$ cat config.mk
export PLATFORM = sky130hd
export DESIGN_NAME = xfer_gate
export DESIGN_NICKNAME = d
export VERILOG_FILES = /design/src/rtl/xg_pkg.sv /design/src/rtl/xg_decide.sv /design/src/rtl/xg_sync.sv /design/src/rtl/xg_lane.sv /design/src/rtl/xg_arb.sv /design/src/rtl/xfer_gate.sv
export SDC_FILE = /design/constraint.sdc
export NUM_CORES = 1
export LEC_CHECK = 0
export BUFFER_PORTS_ARGS = -buffer_cell sky130_fd_sc_hd__buf_2
export CAP_MARGIN = 20
export CORE_MARGIN = 1.5
export CORE_UTILIZATION = 49
export DETAILED_ROUTE_END_ITERATION = 16
export PLACE_DENSITY_LB_ADDON = 0.25
export REMOVE_ABC_BUFFERS = 1
export SLEW_MARGIN = 20
export SYNTH_ARGS = -nofsm -noshare
export SYNTH_HDL_FRONTEND = slang
export SYNTH_SLANG_ARGS = --single-unit
$ cat constraint.sdc
create_clock -name clk -period 1.7 [get_ports clk]
set_input_delay 0.085 -clock clk [delete_from_list [all_inputs] [get_ports clk]]
set_output_delay 0.085 -clock clk [all_outputs]
set_load 0.05 [all_outputs]
$ cat src/rtl/xg_pkg.sv
package xg_pkg;
  localparam int SIZE_W = 2;

  typedef enum logic [1:0] {
    LN_IDLE = 2'd0,
    LN_WAIT = 2'd1,
    LN_DEC  = 2'd2,
    LN_SEND = 2'd3
  } lane_st_e;

  typedef enum logic [1:0] {
    OWN_NONE = 2'd0,
    OWN_WR   = 2'd1,
    OWN_RD   = 2'd2
  } owner_e;
endpackage

$ cat src/rtl/xg_decide.sv
module xg_decide (
  input  logic clk,
  input  logic rst_n,
  input  logic active,
  input  logic done,
  input  logic pass,
  output logic fire,
  output logic drop
);
  logic fire_d, fire_q;

  always_comb begin
    fire_d = active & done & pass;
    drop   = active & done & ~pass;
  end

  always_ff @(posedge clk or negedge rst_n) begin
    if (!rst_n) fire_q <= 1'b0;
    else        fire_q <= fire_d;
  end

  assign fire = fire_q;

  // a rejected beat never reaches the decision register
  p_drop_no_fire_r6: assert property (@(posedge clk) disable iff (!rst_n)
    drop |=> !fire);
endmodule

$ cat src/rtl/xg_sync.sv
module xg_sync #(
  parameter int AW = 32,
  parameter int DW = 32,
  parameter int QW = 1
) (
  input  logic          clk,
  input  logic          rst_n,
  input  logic          load,
  input  logic [AW-1:0] in_addr,
  input  logic [DW-1:0] in_data,
  input  logic [QW-1:0] in_q,
  input  logic          out_ready,
  output logic          out_valid,
  output logic [AW-1:0] out_addr,
  output logic [DW-1:0] out_data,
  output logic [QW-1:0] out_q
);
  logic vld_d, vld_q;

  always_comb begin
    vld_d = vld_q;
    if (load)                      vld_d = 1'b1;
    else if (vld_q && out_ready)   vld_d = 1'b0;
  end

  always_ff @(posedge clk or negedge rst_n) begin
    if (!rst_n) vld_q <= 1'b0;
    else        vld_q <= vld_d;
  end

  // qualifier bank: loads only on the decision strobe
  always_ff @(posedge clk or negedge rst_n) begin
    if (!rst_n) begin
      out_addr <= '0;
      out_data <= '0;
      out_q    <= '0;
    end else if (load) begin
      out_addr <= in_addr;
      out_data <= in_data;
      out_q    <= in_q;
    end
  end

  assign out_valid = vld_q;

  // valid can only rise after a decision strobe
  p_no_early_valid_r3: assert property (@(posedge clk) disable iff (!rst_n)
    (!out_valid && !load) |=> !out_valid);
  // a stalled beat holds its payload
  p_hold_stall_r4: assert property (@(posedge clk) disable iff (!rst_n)
    (out_valid && !out_ready) |=> (out_valid && $stable(out_data) && $stable(out_q) && $stable(out_addr)));
  // one handshake per beat
  p_single_beat_r5: assert property (@(posedge clk) disable iff (!rst_n)
    (out_valid && out_ready) |=> !out_valid);
endmodule

$ cat src/rtl/xg_lane.sv
module xg_lane
  import xg_pkg::*;
#(
  parameter int AW = 32,
  parameter int DW = 32,
  parameter int QW = 1
) (
  input  logic              clk,
  input  logic              rst_n,
  input  logic              up_valid,
  output logic              up_ready,
  input  logic [AW-1:0]     up_addr,
  input  logic [DW-1:0]     up_data,
  input  logic [QW-1:0]     up_q,
  input  logic [SIZE_W-1:0] up_size,
  output logic              chk_req,
  output logic [AW-1:0]     chk_addr,
  output logic [SIZE_W-1:0] chk_size,
  input  logic              chk_done,
  input  logic              chk_pass,
  output logic              down_valid,
  input  logic              down_ready,
  output logic [AW-1:0]     down_addr,
  output logic [DW-1:0]     down_data,
  output logic [QW-1:0]     down_q,
  output logic              drop
);
  lane_st_e st_q, st_d;
  logic              cap_en;
  logic              dec_fire;
  logic [AW-1:0]     h_addr;
  logic [DW-1:0]     h_data;
  logic [QW-1:0]     h_q;
  logic [SIZE_W-1:0] h_size;

  assign up_ready = (st_q == LN_IDLE);
  assign cap_en   = up_valid & up_ready;
  assign chk_req  = (st_q == LN_WAIT);
  assign chk_addr = h_addr;
  assign chk_size = h_size;

  always_comb begin
    st_d = st_q;
    unique case (st_q)
      LN_IDLE: if (up_valid) st_d = LN_WAIT;
      LN_WAIT: if (chk_done) st_d = chk_pass ? LN_DEC : LN_IDLE;
      LN_DEC:  st_d = LN_SEND;
      LN_SEND: if (down_valid && down_ready) st_d = LN_IDLE;
      default: st_d = LN_IDLE;
    endcase
  end

  always_ff @(posedge clk or negedge rst_n) begin
    if (!rst_n) st_q <= LN_IDLE;
    else        st_q <= st_d;
  end

  always_ff @(posedge clk or negedge rst_n) begin
    if (!rst_n) begin
      h_addr <= '0;
      h_data <= '0;
      h_q    <= '0;
      h_size <= '0;
    end else if (cap_en) begin
      h_addr <= up_addr;
      h_data <= up_data;
      h_q    <= up_q;
      h_size <= up_size;
    end
  end

  xg_decide u_dec (
    .clk    (clk),
    .rst_n  (rst_n),
    .active (chk_req),
    .done   (chk_done),
    .pass   (chk_pass),
    .fire   (dec_fire),
    .drop   (drop)
  );

  xg_sync #(.AW(AW), .DW(DW), .QW(QW)) u_sync (
    .clk       (clk),
    .rst_n     (rst_n),
    .load      (dec_fire),
    .in_addr   (h_addr),
    .in_data   (h_data),
    .in_q      (h_q),
    .out_ready (down_ready),
    .out_valid (down_valid),
    .out_addr  (down_addr),
    .out_data  (down_data),
    .out_q     (down_q)
  );

  // accepting a beat closes the upstream side
  p_ready_low_r2: assert property (@(posedge clk) disable iff (!rst_n)
    (up_valid && up_ready) |=> !up_ready);
  // pending request is stable until completion
  p_req_hold_r2: assert property (@(posedge clk) disable iff (!rst_n)
    (chk_req && !chk_done) |=> (chk_req && $stable(chk_addr) && $stable(chk_size)));
  // a drop reopens the upstream side at once
  p_drop_reopen_r6: assert property (@(posedge clk) disable iff (!rst_n)
    drop |=> up_ready);
endmodule

$ cat src/rtl/xg_arb.sv
module xg_arb
  import xg_pkg::*;
#(
  parameter int AW = 32
) (
  input  logic              clk,
  input  logic              rst_n,
  input  logic              w_req,
  input  logic [AW-1:0]     w_addr,
  input  logic [SIZE_W-1:0] w_size,
  input  logic              r_req,
  input  logic [AW-1:0]     r_addr,
  input  logic [SIZE_W-1:0] r_size,
  input  logic              done,
  output logic              w_done,
  output logic              r_done,
  output logic              req,
  output logic              is_write,
  output logic [AW-1:0]     addr,
  output logic [SIZE_W-1:0] size
);
  owner_e own_q, own_d;
  logic   gnt_w, gnt_r;

  always_comb begin
    gnt_w = w_req & ((own_q == OWN_WR) | (own_q == OWN_NONE));
    gnt_r = r_req & ((own_q == OWN_RD) | ((own_q == OWN_NONE) & ~w_req));
    own_d = own_q;
    if (done && (gnt_w || gnt_r)) own_d = OWN_NONE;
    else if (own_q == OWN_NONE) begin
      if (gnt_w)      own_d = OWN_WR;
      else if (gnt_r) own_d = OWN_RD;
    end
  end

  always_ff @(posedge clk or negedge rst_n) begin
    if (!rst_n) own_q <= OWN_NONE;
    else        own_q <= own_d;
  end

  assign req      = gnt_w | gnt_r;
  assign is_write = gnt_w;
  assign addr     = gnt_w ? w_addr : r_addr;
  assign size     = gnt_w ? w_size : r_size;
  assign w_done   = done & gnt_w;
  assign r_done   = done & gnt_r;

  // a pending owner keeps the checker until completion
  p_keep_write_r8: assert property (@(posedge clk) disable iff (!rst_n)
    (req && is_write && !done) |=> (req && is_write));
  p_keep_read_r8: assert property (@(posedge clk) disable iff (!rst_n)
    (req && !is_write && !done) |=> (req && !is_write));
  p_one_grant_r8: assert property (@(posedge clk) disable iff (!rst_n)
    $onehot0({w_done, r_done}));
endmodule

$ cat src/rtl/xfer_gate.sv
module xfer_gate
  import xg_pkg::*;
#(
  parameter int AW = 32,
  parameter int DW = 32
) (
  input  logic              clk,
  input  logic              rst_n,
  input  logic              viol_clr,
  output logic              viol,
  input  logic              ip_wvalid,
  output logic              ip_wready,
  input  logic [AW-1:0]     ip_waddr,
  input  logic [DW-1:0]     ip_wdata,
  input  logic [DW/8-1:0]   ip_wstrb,
  input  logic              ip_wlast,
  input  logic [SIZE_W-1:0] ip_wsize,
  output logic              bus_wvalid,
  input  logic              bus_wready,
  output logic [AW-1:0]     bus_waddr,
  output logic [DW-1:0]     bus_wdata,
  output logic [DW/8-1:0]   bus_wstrb,
  output logic              bus_wlast,
  input  logic              bus_rvalid,
  output logic              bus_rready,
  input  logic [AW-1:0]     bus_raddr,
  input  logic [DW-1:0]     bus_rdata,
  input  logic              bus_rlast,
  input  logic [SIZE_W-1:0] bus_rsize,
  output logic              ip_rvalid,
  input  logic              ip_rready,
  output logic [AW-1:0]     ip_raddr,
  output logic [DW-1:0]     ip_rdata,
  output logic              ip_rlast,
  output logic              chk_req,
  output logic              chk_write,
  output logic [AW-1:0]     chk_addr,
  output logic [SIZE_W-1:0] chk_size,
  input  logic              chk_done,
  input  logic              chk_pass
);
  localparam int SW = DW / 8;
  localparam int WQ = SW + 1;
  localparam int RQ = 1;

  logic              w_req, r_req, w_done, r_done, w_drop, r_drop;
  logic [AW-1:0]     w_caddr, r_caddr;
  logic [SIZE_W-1:0] w_csize, r_csize;
  logic [WQ-1:0]     w_dq;
  logic [RQ-1:0]     r_dq;
  logic              viol_d, viol_q;

  xg_lane #(.AW(AW), .DW(DW), .QW(WQ)) u_wlane (
    .clk        (clk),
    .rst_n      (rst_n),
    .up_valid   (ip_wvalid),
    .up_ready   (ip_wready),
    .up_addr    (ip_waddr),
    .up_data    (ip_wdata),
    .up_q       ({ip_wstrb, ip_wlast}),
    .up_size    (ip_wsize),
    .chk_req    (w_req),
    .chk_addr   (w_caddr),
    .chk_size   (w_csize),
    .chk_done   (w_done),
    .chk_pass   (chk_pass),
    .down_valid (bus_wvalid),
    .down_ready (bus_wready),
    .down_addr  (bus_waddr),
    .down_data  (bus_wdata),
    .down_q     (w_dq),
    .drop       (w_drop)
  );

  xg_lane #(.AW(AW), .DW(DW), .QW(RQ)) u_rlane (
    .clk        (clk),
    .rst_n      (rst_n),
    .up_valid   (bus_rvalid),
    .up_ready   (bus_rready),
    .up_addr    (bus_raddr),
    .up_data    (bus_rdata),
    .up_q       (bus_rlast),
    .up_size    (bus_rsize),
    .chk_req    (r_req),
    .chk_addr   (r_caddr),
    .chk_size   (r_csize),
    .chk_done   (r_done),
    .chk_pass   (chk_pass),
    .down_valid (ip_rvalid),
    .down_ready (ip_rready),
    .down_addr  (ip_raddr),
    .down_data  (ip_rdata),
    .down_q     (r_dq),
    .drop       (r_drop)
  );

  assign bus_wstrb = w_dq[WQ-1:1];
  assign bus_wlast = w_dq[0];
  assign ip_rlast  = r_dq[0];

  xg_arb #(.AW(AW)) u_arb (
    .clk      (clk),
    .rst_n    (rst_n),
    .w_req    (w_req),
    .w_addr   (w_caddr),
    .w_size   (w_csize),
    .r_req    (r_req),
    .r_addr   (r_caddr),
    .r_size   (r_csize),
    .done     (chk_done),
    .w_done   (w_done),
    .r_done   (r_done),
    .req      (chk_req),
    .is_write (chk_write),
    .addr     (chk_addr),
    .size     (chk_size)
  );

  always_comb begin
    viol_d = viol_q;
    if (w_drop || r_drop) viol_d = 1'b1;
    else if (viol_clr)    viol_d = 1'b0;
  end

  always_ff @(posedge clk or negedge rst_n) begin
    if (!rst_n) viol_q <= 1'b0;
    else        viol_q <= viol_d;
  end

  assign viol = viol_q;

  // drops set the flag, clear works only without a drop
  p_viol_set_r7: assert property (@(posedge clk) disable iff (!rst_n)
    (w_drop || r_drop) |=> viol);
  p_viol_clr_r7: assert property (@(posedge clk) disable iff (!rst_n)
    (viol_clr && !w_drop && !r_drop) |=> !viol);
  // forwarding follows a pass verdict by two edges
  p_wr_latency_r4: assert property (@(posedge clk) disable iff (!rst_n)
    $rose(bus_wvalid) |-> $past(chk_done && chk_pass && chk_write, 2));
  p_rd_latency_r4: assert property (@(posedge clk) disable iff (!rst_n)
    $rose(ip_rvalid) |-> $past(chk_done && chk_pass && chk_req && !chk_write, 2));
endmodule

* Word-level counts from Yosys, hierarchy flattened
Cells that the tools add are included. Widths: inputs -> output; s select.
Cells by class: add/subtract/negate cells 0, multiply operators 0, divide/modulo/power cells 0, magnitude comparators 0, equality and inequality tests 14, shift-type cells 0, multiplexer cells 21, bitwise logic cells 18, reductions and logical operators 16
Operators by type and width (number):
- $mux 32 | 1
- $mux 2 | 12
- $pmux 2 s4 | 2
- $and 1x1->1 | 13
- $eq 2x2->1 const B | 5
- $ne 2x2->1 const B | 4
- $reduce_bool 2->1 | 4
- $eq 2x1->1 const B | 3
- $logic_not 2->1 | 3
- $mux 1 | 6
- $reduce_and 3->1 | 2
- $ne 2x1->1 const B | 2
- $logic_and 1x1->1 | 3
- $or 1x1->1 | 3
- $reduce_bool 3->1 | 1
- $logic_or 1x1->1 | 2
- $not 1->1 | 2
- $reduce_and 2->1 | 1
Word-level totals: bits in registers 283, bits in latches 0, RAM bits 0, bits in read-only memories 0, input port bits 147, output and inout bits 175, word-level logic and storage cells 91, memories kept 0

* Longest topological paths before layout
word-level depth 10, depth in mapped cells 7, mapped depth without buffers 4

* Cells and area by module
A second synthesis with hierarchy kept.
Second synthesis, totals: cells, all modules 662, area total of the unflattened synthesis 12064.1 µm²
Modules (own cells, without submodules):
- xg_lane at u_wlane | instances 1, cells each 161, area an instance 3108.0 µm², sequential area each 1826.8 µm²
- xg_sync at u_wlane.u_sync | instances 1, cells each 149, area an instance 2950.3 µm², sequential area each 1751.7 µm²
- xg_sync at u_rlane.u_sync | instances 1, cells each 140, area an instance 2607.5 µm², sequential area each 1651.6 µm²
- xg_lane at u_rlane | instances 1, cells each 152, area an instance 2601.2 µm², sequential area each 1726.7 µm²
- xg_arb | instances 1, cells each 50, area an instance 676.9 µm², sequential area each 50.0 µm²
- xg_decide | instances 2, cells each 3, area an instance 41.3 µm², sequential area each 25.0 µm²
- xfer_gate | instances 1, cells each 4, area an instance 37.5 µm², sequential area each 25.0 µm²

* Least setup slack after synthesis
Ideal clock, no wire load.
path type reg2reg, from register (tool-made name), to register u_rlane.h_size[0] (netlist: u_rlane.chk_size[0]), library setup time 125 ps, arrival time 2022 ps, required time 1575 ps, setup slack -447 ps, cell stages (with the launch flop) 7, path buffers 3, clock period less this slack 2147 ps, cell sequence dfrtp_1 nor2_1 and2_1 clkbuf_2 buf_6 buf_12 mux2_4
RTL lines:
- end signal: assignment | line xg_lane.sv:68 | h_size <= up_size;
- end: declaration | line xg_lane.sv:34 | logic [SIZE_W-1:0] h_size;

* Worst setup path in the final report
from register u_arb.own_q[1], to output chk_addr[0]
On the way: word-level cells in the longest chain between the ends 4, elaborated cells between the ends (all ways) 5, classes of those cells eq/ne: 1; mux: 1; bitwise: 2; reduce/logical: 1
RTL lines:
- start: declaration | line xg_arb.sv:22 | owner_e own_q, own_d;
- start signal: assignment | line xg_arb.sv:38 | else own_q <= own_d;
- $eq 2x1->1 or $logic_not 2->1 (tied branches) | line xg_arb.sv:26 | gnt_w = w_req & ((own_q == OWN_WR) | (own_q == OWN_NONE));
- $or 1x1->1 (*) | line xg_arb.sv:26
- $and 1x1->1 (*) | line xg_arb.sv:26
- $mux 32 (*) | line xg_arb.sv:43 | assign addr = gnt_w ? w_addr : r_addr;
- end: declaration | line xfer_gate.sv:37 | output logic [AW-1:0] chk_addr,
Every way passes the cells marked *; elsewhere a longest branch is shown, timed or not.

==> metrics.txt <==
LEAKAGE=roughly 7.8 nW; Final #Nets=1,367; failing checks=negative setup slack; met3 usage=4.82%; status=complete, but fails checks; area of the mapped netlist=11,100 µm²; Avg Cell Area, Syn=~15 µm²; Post-Route WL=about 30,000 µm; Synth area leader=dfrtp_1; gpl congestion=about 0.79; Vias/cell=a little over 5; Simple-Gate Fraction of Synth Area=under 10%; Post-Syn Instances=roughly 730; CTS tree=yes; pin count of the biggest net entering global routing=64; Multi-input gate area=between 3000 and 4000 µm²; GRT Resource Usage Total=approximately a quarter; RR Endpoint=u_wlane.chk_addr[21]; total I/O pin count=between 300 and 400; largest cells by area after synthesis=dfrtp_1 64%, mux2_2 25%, mux2_4 4.1%; total power=36.6 mW; drt wl/cell=19.2 µm; Setup crit start=u_arb.own_q[1]; CTS H-tree depth=1; # setup viols final=36; maximum root-to-sink buffer count=3; dpl hpwl=18,100 µm; Slew headroom=a little over 70%; antenna violations before repair=3; Post-Layout Cell Count=1,525; arrival time worst endpoint=between 1.5 and 2 ns; Cell Rows=54; CP Max Fanout=9; met1 track demand over resource=about 30%; starting DRC count in detailed routing=320; time the worst path needs with I/O delays and setup=2.04 ns; cell with the most instances after synthesis=dfrtp_1; Top FF cell, synth=dfrtp_1; Final WS setup=-0.337 ns; RSZ-0062 raised after global routing=yes; post-synthesis xor/xnor area fraction=0%; Worst Path Required=1.62 ns; most crowded layer after global routing=met2; fmax=0.491 GHz; Hold Fails Final Rpt=0; Die Span X=roughly 150 µm; Max-cap violations=0; Post-synth ARST share=100%; commonest cells in the netlist=283 x dfrtp_1, 242 x mux2_2, 106 x nand2_1; # clock sinks=roughly 280; Root Driver=clkbuf_16; r2r setup slk=approximately 0.10 ns; vias in the first global route=roughly 8,500; met2 usage=between 40 and 50%; CTS Buf Count=29; pwr dens=roughly 2300 nW/µm²; register area=roughly 7000 µm²; DRT antenna net count=0; post-synthesis adder-cell area fraction=0%; die area=roughly 24,000 µm²; share of cells above drive strength 1=between 50% and 60%; Initial Util=around half; Area Overhead vs Synth=44.7%; first-pass GRT wire length=roughly 46,000 µm; grt total ovfl=0; core area=between 20,000 and 25,000 µm²; Startpoint Class=flip-flop; Clk Latency, worst-skew pair=between 0.5 and 0.6 ns; worst r2r path cells=5; first-pass detailed-route iteration total=4; post-synth top area share=about 64%; routed via count=just under 8,000; clk_skew=0.0176 ns; post-synthesis compound-gate area fraction=less than 1%; post-synthesis mux area share=between 20% and 30%; min-delay worst type=input pin to async pin; main combinational cell family by area after synthesis=multiplexers; Placed Cells=roughly 1,300; peak supply drop=0.00171 V; Clock transition at path regs=around 0.060 ns; Distinct cells, synth=28; drt drc=0; # fillers=1,413; Worst Setup End Kind=output port; sequential element share of the synthesized area=approximately 64%; worst slew pin tran=~0.42 ns; die height=between 150 and 200 µm; # port buffers=approximately 320; #FFs+latches synth=roughly 280; Setup CP Type=flip-flop to output port; Post-synth EDFFs=0; Slew Limit Fails=0; final worst-path cycle share=120%; Ys Warns=0
==> per-layer routing <==
layer  part of all wire, %  routed length (µm)
met1                    39               11400
met2                    51               15000
met3                   5.3                1550
met4                   4.5                1320
met5                 0.044                  13
==> placed cells by master (no fill, tap or decap), types with 4 or more instances in the layout <==
cell | Yosys | routed
buf_4 | 2 | 10
dlygate4sd3_1 | 0 | 146
clkbuf_1 | 10 | 6
bufinv_16 | 0 | 4
buf_12 | 3 | 17
mux2_2 | 242 | 242
dfrtp_1 | 283 | 281
clkbuf_16 | 0 | 30
clkbuf_8 | 0 | 11
nor2_1 | 5 | 5
buf_6 | 3 | 35
nand2_2 | 0 | 7
buf_8 | 0 | 4
buf_2 | 21 | 284
o21ai_0 | 4 | 4
mux2_4 | 30 | 30
inv_1 | 5 | 5
nand2_1 | 106 | 99
==> worst max-delay path, cell delays in order (launching register included) <==
cell      delay [ns]
dfrtp_1         0.38
or3b_4          0.43
clkinv_4        0.11
buf_12          0.15
nand2_1         0.07
nand2_1         0.10
buf_6           0.16
==> logic make-up after synthesis <==
family                 after synthesis
flip-flops                         283
multiplexers                       273
AND/OR/NAND/NOR                    120
buffers and inverters               46
AO/OA/AOI/OAI                       10
==> area by class of cell <==
cell class                 count  area share, %
clock inverter                 8          0.912
antenna                        2         0.0312
inverter                       6          0.171
timing repair buffer         497           23.5
multi-input combinational    403           23.4
sequential                   283           44.1
clock buffer                  46           5.60
tap                          280           2.18
==> registers in the layout, summed over array words and instances, names as in the netlist, 2 cells and up, named ones only <==
register,flops
u_rlane.h_data,32
u_rlane.u_sync.out_addr,32
u_rlane.chk_addr,32
u_rlane.u_sync.out_data,32
u_rlane.chk_size,2
u_wlane.u_sync.out_data,32
u_wlane.chk_addr,32
u_wlane.chk_size,2
u_wlane.u_sync.out_q,5
u_wlane.u_sync.out_addr,32
u_wlane.h_data,32
u_arb.own_q,2
u_wlane.h_q,5
==> metrics by stage <==
stage	util, %	TNS (ns)	area [µm²]	setup WS, ns	hold WS, ns
final	72.9	-10.83	16100	-0.337	0.0620
after global routing	72.9	-13.27	16100	-0.391	0.0858
after CTS	72.8	-13.09	16000	-0.410	0.0594
after detailed placement	60.0	0	13200	0.0418	0.0339
after global placement	60.0	0	13200	0.0957	0.0319
after floorplan	-	-347.46	10800	-2.06	-0.211
==> power breakdown <==
part	internal (mW)	leakage [nW]	switching, mW
registers	9.93	3.49	1.87
clock network	4.22	0.513	2.58
logic	6.34	3.84	11.7
==> worst max path at each step <==
| stage | end | slack [ns] | cells past startpoint |
|---|---|---|---|
| detailed placement | chk_addr[7] | 0.04 | 6 |
| global route | chk_addr[28] | -0.39 | 6 |
| global placement | chk_addr[29] | 0.1 | 6 |
| CTS | chk_addr[0] | -0.41 | 7 |
| finish | chk_addr[0] | -0.34 | 6 |
| floorplan | u_rlane.chk_addr[0] | -2.06 | 3 |
==> repair_timing <==
item | CTS | global route
setup endpoints to repair | 36 | 36
buffers inserted | 2 | 1
pin swaps | 1 | 3
gates resized for setup | 79 | 13
hold buffers | 146 | 0
cloned | 1 | 1
endpoints found under the hold margin | 432 | 0
Power figures use the tool's default switching activity.
